===== src/rtl/irda_sip_seq.sv =====
module irda_sip_seq #(
  parameter int unsigned CLK_HZ   = 48_000_000,
  parameter int unsigned HI_NS    = 1625,
  parameter int unsigned LO_NS    = 7375,
  parameter int unsigned WDOG_US  = 500_000,
  parameter int unsigned PRE_BITS = 8,
  parameter logic [PRE_BITS-1:0] PRE_PAT = 8'b1100_1010
) (
  input  logic clk,
  input  logic rst_n,
  input  logic tx_en,
  input  logic frame_end,
  input  logic data_avail,
  input  logic ser_tx,
  output logic tx_pin,
  output logic ser_start,
  output logic ser_own,
  output logic gpio_own,
  output logic shifter_clr,
  output logic fifo_clr,
  output logic wdog_flag
);

  localparam int unsigned HI_CYC   = (CLK_HZ / 1000) * HI_NS / 1_000_000;
  localparam int unsigned LO_CYC   = (CLK_HZ / 1000) * LO_NS / 1_000_000;
  localparam int unsigned MAX_CYC  = (HI_CYC > LO_CYC) ? HI_CYC : LO_CYC;
  localparam int unsigned CW       = $clog2(MAX_CYC + 1);
  localparam int unsigned PW       = (PRE_BITS > 1) ? $clog2(PRE_BITS) : 1;
  localparam int unsigned WDOG_CYC = (CLK_HZ / 1_000_000) * WDOG_US;
  localparam int unsigned WW       = $clog2(WDOG_CYC + 1);

  localparam logic [CW-1:0] HI_LAST = CW'(HI_CYC - 1);
  localparam logic [CW-1:0] LO_LAST = CW'(LO_CYC - 1);
  localparam logic [PW-1:0] P_LAST  = PW'(PRE_BITS - 1);
  localparam logic [WW-1:0] WD_MAX  = WW'(WDOG_CYC);

  typedef enum logic [2:0] {S_OFF, S_HI, S_LO, S_PRE, S_FRM} st_t;

  st_t           state;
  logic [CW-1:0] cnt;
  logic [PW-1:0] pidx;
  logic [WW-1:0] wd;
  logic          pin_int;

  always_ff @(posedge clk or negedge rst_n) begin
    if (!rst_n) begin
      state <= S_OFF;
      cnt   <= '0;
      pidx  <= '0;
      wd    <= '0;
    end else if (!tx_en) begin
      state <= S_OFF;
      cnt   <= '0;
      pidx  <= '0;
      wd    <= '0;
    end else begin
      if (state == S_OFF || (state == S_FRM && frame_end)) wd <= '0;
      else if (wd != WD_MAX) wd <= wd + 1'b1;
      case (state)
        S_OFF: begin
          state <= S_HI;
          cnt   <= '0;
        end
        S_HI: begin
          if (cnt == HI_LAST) begin
            state <= S_LO;
            cnt   <= '0;
          end else cnt <= cnt + 1'b1;
        end
        S_LO: begin
          if (cnt == LO_LAST) begin
            state <= S_PRE;
            cnt   <= '0;
            pidx  <= '0;
          end else cnt <= cnt + 1'b1;
        end
        S_PRE: begin
          if (pidx == P_LAST) begin
            pidx <= '0;
            if (data_avail) state <= S_FRM;
          end else pidx <= pidx + 1'b1;
        end
        S_FRM: begin
          if (frame_end) begin
            state <= S_HI;
            cnt   <= '0;
          end
        end
        default: state <= S_OFF;
      endcase
    end
  end

  always_comb begin
    case (state)
      S_HI:    pin_int = 1'b1;
      S_PRE:   pin_int = PRE_PAT[P_LAST - pidx];
      S_FRM:   pin_int = ser_tx;
      default: pin_int = 1'b0;
    endcase
  end

  assign tx_pin      = tx_en & pin_int;
  assign ser_start   = tx_en & (state == S_PRE) & (pidx == P_LAST) & data_avail;
  assign ser_own     = tx_en & (state == S_FRM);
  assign gpio_own    = ~tx_en | (state == S_OFF);
  assign shifter_clr = ~tx_en & (state != S_OFF);
  assign fifo_clr    = ~tx_en & (state != S_OFF);
  assign wdog_flag   = (wd == WD_MAX);

  AST_HI_BOUND: assert property (@(posedge clk) disable iff (!rst_n)
    (state == S_HI) |-> (cnt <= HI_LAST));
  AST_ENABLE_PULSE: assert property (@(posedge clk) disable iff (!rst_n)
    (state == S_OFF && tx_en) |=> (tx_pin || !tx_en));
  AST_START_HANDOFF: assert property (@(posedge clk) disable iff (!rst_n)
    ser_start |=> (ser_own || !tx_en));
  AST_FRAME_END_PULSE: assert property (@(posedge clk) disable iff (!rst_n)
    (ser_own && frame_end) |=> (tx_pin || !tx_en));
  AST_CLR_SINGLE: assert property (@(posedge clk) disable iff (!rst_n)
    shifter_clr |=> !fifo_clr);
  AST_WDOG_HOLD: assert property (@(posedge clk) disable iff (!rst_n)
    (wdog_flag && tx_en && !(ser_own && frame_end)) |=> wdog_flag);

endmodule


===== config.mk =====
export PLATFORM = sky130hd
export DESIGN_NAME = irda_sip_seq
export DESIGN_NICKNAME = d
export VERILOG_FILES = /design/src/rtl/irda_sip_seq.sv
export SDC_FILE = /design/constraint.sdc
export NUM_CORES = 1
export LEC_CHECK = 0
export ABC_AREA = 1
export BUFFER_PORTS_ARGS = -buffer_cell sky130_fd_sc_hd__buf_4
export CAP_MARGIN = 5
export CORE_MARGIN = 3
export CORE_UTILIZATION = 60
export CTS_BUF_LIST = sky130_fd_sc_hd__clkbuf_4 sky130_fd_sc_hd__clkbuf_8
export DETAILED_ROUTE_END_ITERATION = 12
export PLACE_DENSITY = 0.88
export SLEW_MARGIN = 5
export SYNTH_ARGS = -nofsm -noshare
export SYNTH_HDL_FRONTEND = slang
export SYNTH_SLANG_ARGS = --single-unit

===== constraint.sdc =====
create_clock -name clk -period 1.6 [get_ports clk]
set_input_delay 0.08 -clock clk [delete_from_list [all_inputs] [get_ports clk]]
set_output_delay 0.08 -clock clk [all_outputs]
set_load 0.02 [all_outputs]

==> flow_metrics.tcl, run 1 <==
set metrics [dict create \
    cp.required_ns 1.52 \
    cts_root_buffer "clkbuf_8" \
    maxCapViolCount 0 \
    relSlewSlack 0.6663 \
    worstSkewPairLatency_ns 0.29 \
    vias 2746 \
    cts.sinks 40 \
    critical_path.endpoint_type "primary output" \
    core-area_um2 4144 \
    ys_ff_latch 40 \
    vdd_drop_max_uv 767.0 \
    syn_inst 394 \
    syn-num-nets 406 \
    drc 0 \
    ios 13 \
    grt_pass1_wl_um 10940 \
    power.density_nw_per_um2 905.7 \
    cts_tree "yes" \
    grt_use_total 0.2645 \
    worstSetupPathType "flop to primary output" \
    mappedNetlistArea_um2 2670 \
    r2r_start "wd[1]" \
    synth_async_sr_flop_share 1.000 \
    post-route-period-util 1.011 \
    grt_max_degree 41 \
    hold-worst-slack_ns 0.1172 \
    max_freq_mhz 617.9 \
    cp.arrival_ns 1.54 \
    dieArea_um2 5287 \
    synth_top_area_share 0.3749 \
    ant_nets 0 \
    m1WireLength_um 2833 \
    slew_viol_final 0 \
    initial_core_util 0.6443 \
    avgRoutedWirePerCell_um 13.84 \
    timing_hold_violations_final 0 \
    synth.most_common_cell "nand2_1" \
    io_buffers 12 \
    h-tree-depth 2 \
    synth_seq_area_share 0.3749 \
    topRoutingLayerUsed "met4" \
    rows 23 \
    cts.clk_slew.worst_paths_ns 0.07 \
    drive_above_1_share 0.1695 \
    ys_top_cells_by_area "dfrtp_1 37%, nand2_1 16%, nor2_1 7.9%" \
    r2r-end "wd[16]" \
    period_needed_ns 1.618 \
    vias_per_cell 5.855 \
    die_h_um 72.71 \
    firstDrtPassIters 5 \
    failed_checks "setup timing" \
    overflow 0 \
    fin_ws_ns -0.01835 \
    numCtsBuffers 5 \
    yosys-top-cells-count "114 x nand2_1, 56 x nor2_1, 45 x inv_1, 40 x dfrtp_1, 32 x nand3_1" \
    avgSynthCellArea_um2 6.777 \
    reg2reg_depth 8 \
    synth-main-ff-cell "dfrtp_1" \
    holdCritPathClass "input port to flop" \
    dp_hpwl_um 4558 \
    clock_skew_ns 0.007155 \
    worst_slew_pin_slew_ns 0.5005 \
    synth_enable_flop_cells 0 \
    power.leakage_nw 1.368 \
    nNetsFinal 431 \
    status "finished with violations" \
    dr.first_iter.drc_count 331 \
    met2WireLength_um 3108 \
    critPathLaunch "wd[0]" \
    yosysTopAreaCell "dfrtp_1" \
    syn2layout_area_growth_pct 13.78 \
    setup_viol 1 \
    crit_end "wdog_flag" \
    start_kind "flop" \
    synth_cell_types 31 \
    finalPower_w 0.002751 \
    place.gp.congestion 0.9303 \
    drt-total-wl_um 6491 \
    crit_fanout 3 \
    utilization 0.7331 \
    clockBufferDepth 2 \
    n_antenna_cell 0 \
    ys.warnings.count 0 \
    rrSetupSlack_ns 0 \
    wl_met3_um 469 \
    rsz0062_at_grt "true" \
    fin_tns_setup_ns -0.01835 \
    grt_pass1_vias 2430 \
    die_w_um 72.71 \
    antenna_found_initial 0 \
]
==> flip-flops by register name, indices dropped and copies added, names as in the netlist <==
register and count:
wd 25, cnt 9, pidx 3, state 3
==> critical path: stages, from the launching register on <==
cell,delay [ns]
dfrtp_1,0.42
inv_2,0.09
ha_4,0.13
nand2_2,0.04
nor3_2,0.16
nand4_1,0.10
nor2_1,0.15
buf_4,0.16
==> cell type report <==
class	count	area [um2]
timing repair buffer	25	190.2
tap	50	62.56
sequential	40	1003
multi-input combinational	298	1501
clock buffer	7	96.34
inverter	49	183.9
fill	340	1106
==> how the worst min path moves through the flow <==
stage / endpoint / cells past startpoint / startpoint / slack, ns
after floorplan: cnt[0] / 0 / rst_n / -0.22
after detailed placement: cnt[3] / 1 / rst_n / 0.09
after global routing: cnt[6] / 3 / tx_en / 0.15
after CTS: state[2] / 3 / data_avail / 0.11
final: state[2] / 3 / data_avail / 0.12
after global placement: cnt[3] / 1 / rst_n / 0.08
==> logic make-up after synthesis <==
kind of cell / after synthesis / share of synthesized area
adder cells (fa/ha/maj): 6 / 0.02812
flip-flops: 40 / 0.3749
XOR/XNOR: 2 / 0.006562
AO/OA/AOI/OAI: 45 / 0.09841
buffers and inverters: 56 / 0.08575
AND/OR/NAND/NOR: 245 / 0.4063
==> routing by layer <==
metal  up-vias  global-route usage
li1       1328                   -
met1      1274              0.3690
met2       136              0.4098
met3         8             0.04683
met4         0              0.1045
met5         -                   0
==> placed cells by master, fill, tap and decap left out, types with 4 or more instances in the layout <==
cell type,n
nor3_1,8
nand2_2,6
o21ai_0,18
ha_1,5
nand4_1,16
buf_4,24
nand2_1,111
nand3_1,31
inv_1,41
o21ai_2,6
nand3_2,4
inv_2,8
a21oi_1,13
clkbuf_8,7
nor2_2,5
dfrtp_1,38
nor2_1,53
==> what timing repair did <==
action | 4_1_cts | 5_1_grt
endpoints found under the hold margin | 40 | 0
gates resized for setup | 1 | 21
setup endpoints to repair | 1 | 22
setup buffers | 3 | 5
hold buffers | 1 | 0
pin swaps | 0 | 5
==> report_power, final <==
group / internal, W / switching (W)
sequential: 0.00107 / 0.0000819
clock: 0.000384 / 0.000337
combinational: 0.000312 / 0.000567
==> metrics by stage <==
stage | setup slack [ns] | area [um2] | instances
after global routing | -0.1209 | 3038 | 469
after detailed placement | 0.09702 | 2808 | 453
final | -0.01835 | 3038 | 469
after floorplan | 0.1909 | 2670 | 394
after global placement | 0.1396 | 2808 | 453
after CTS | 0.004429 | 2942 | 464
No activity file was read; power rests on OpenSTA's default activity.
==> run 2, diff against run 1 <==
CORE_UTILIZATION = 55   (was 60)
CTS_CLUSTER_DIAMETER = 200   (was not set)
PLACE_DENSITY = 0.83   (was 0.88)
==> flow_metrics.tcl, run 2 (synthesis results as in run 1) <==
set metrics [dict create \
    status "finished with violations" \
    failed_checks "setup timing" \
    syn2layout_area_growth_pct 14.76 \
    clockBufferDepth 2 \
    avgRoutedWirePerCell_um 13.64 \
    cts.sinks 40 \
    start_kind "flop" \
    max_freq_mhz 615.7 \
    io_buffers 12 \
    antenna_found_initial 0 \
    holdCritPathClass "input port to flop" \
    overflow 0 \
    vias 2743 \
    h-tree-depth 2 \
    cp.required_ns 1.52 \
    worst_slew_pin_slew_ns 0.4956 \
    grt_pass1_wl_um 10630 \
    pwr-share-comb 0.332 \
    worstSetupPathType "flop to primary output" \
    slew_viol_final 0 \
    setup_viol 1 \
    multi_input_area_um2 1524 \
    fillCellCount 381 \
    cp.arrival_ns 1.54 \
    cts.clk_slew.worst_paths_ns 0.08 \
    place.gp.congestion 0.9516 \
    post-route-period-util 1.015 \
    maxCapViolCount 0 \
    power.leakage_nw 1.369 \
    grt_use_total 0.2390 \
    placed_cells_incl_taps 454 \
    nNetsFinal 433 \
    critical_path.endpoint_type "primary output" \
    relSlewSlack 0.6696 \
    p_switching_w 0.0009865 \
    fin_ws_ns -0.02419 \
    finalNonFillerCells 473 \
    timing_hold_violations_final 0 \
    place_area_um2 2803 \
    pwr-share-clk 0.238 \
    numCtsBuffers 5 \
    ios 13 \
    core-area_um2 4504 \
    utilization 0.6803 \
    crit_fanout 3 \
    die_h_um 75.68 \
    cts_root_buffer "clkbuf_8" \
    largest_reg_flops 25 \
    drt-total-wl_um 6453 \
    die_w_um 75.68 \
    sw_frac_of_total 0.3651 \
    dieArea_um2 5727 \
    drc 0 \
    n_antenna_cell 0 \
    largest_register "wd" \
    vias_per_cell 5.799 \
    pre_cts_ws_ns 0.03352 \
    layout.area.seq_um2 1002 \
    final_area_um2 3064 \
    period_needed_ns 1.624 \
    rsz0062_at_grt "true" \
    power.density_nw_per_um2 881.8 \
    drive_above_1_share 0.1948 \
    clock_skew_ns 0.01064 \
    p_int_w 0.001715 \
    grt_max_degree 41 \
    worstSkewPairLatency_ns 0.29 \
    final_cell_mix "109 x nand2_1, 49 x nor2_1, 40 x inv_1" \
    cts_tree "yes" \
    ant_nets 0 \
    vdd_drop_max_uv 715.8 \
    initial_core_util 0.5928 \
    p_seq_frac 0.430 \
    dp_hpwl_um 4361 \
    layout_commonest_cell "nand2_1" \
    dr.first_iter.drc_count 250 \
    grt_pass1_vias 2450 \
    rows 24 \
    top_regs "wd: 25 flops, cnt: 9 flops" \
    firstDrtPassIters 5 \
    finalPower_w 0.002702 \
]
## run 2: cell types whose count changed in the layout (fill, tap and decap cells not counted), sizes merged
cell	change
buf	+2
clkbuf	-1
clkinv	+1
## run 2: area by class of cell
cell class	instances	area share
clock buffer	6	0.02491
timing repair buffer	27	0.06697
tap	52	0.02123
clock inverter	1	0.001633
inverter	49	0.06084
multi-input combinational	298	0.4973
sequential	40	0.3271
## run 2: power by group through the flow
stage | registers, W | logic [W] | clock network (W)
final | 0.00116 | 0.000898 | 0.000643
after global routing | 0.00117 | 0.000987 | 0.000695
after CTS | 0.00115 | 0.000773 | 0.000663
after detailed placement | 0.00117 | 0.000742 | 0
after global placement | 0.00117 | 0.000734 | 0
after floorplan | 0.00116 | 0.000561 | 0
## run 2: worst paths after layout
check	start	slack, ns	endpoint	cells past startpoint
max	wd[1]	-0.02	wdog_flag	7
min	tx_en	0.14	cnt[5]	3
max reg2reg	wd[1]	0.04	wd[12]	6
min reg2reg	pidx[0]	0.52	pidx[0]	1
max in group asynchronous	rst_n	0.93	cnt[0]	2
min in group asynchronous	rst_n	0.31	cnt[4]	2
## run 2: per-layer routing
layer  up-vias  GRT usage  wire, um
met5         -          0         0
met2       119     0.3768      3032
met4         0    0.07767       138
met1      1275     0.3342      2856
met3        16    0.04354       425
li1       1333          -         -
## run 2: worst max-delay path, stage by stage, from the launching register on
cell and delay, ns:
dfrtp_1 0.42, inv_2 0.10, ha_4 0.14, nand2_2 0.04, nor3_2 0.16, nand4_1 0.11
nor2_1 0.14, buf_4 0.15
## run 2: through the flow
stage          hold WS (ns)  TNS (ns)
2_1_floorplan       -0.2156         0
3_3_place_gp        0.08301         0
3_5_place_dp        0.08249         0
4_1_cts              0.1275         0
5_1_grt              0.1629   -0.3127
6_report             0.1360  -0.02419
## run 2: what timing repair did
| item | 4_1_cts | 5_1_grt |
|---|---|---|
| pin swaps | 0 | 5 |
| setup buffers | 1 | 10 |
| gates resized for setup | 2 | 31 |
| endpoints found under the setup margin | 2 | 21 |
| hold buffers | 1 | 0 |
| hold endpoints to repair | 40 | 0 |
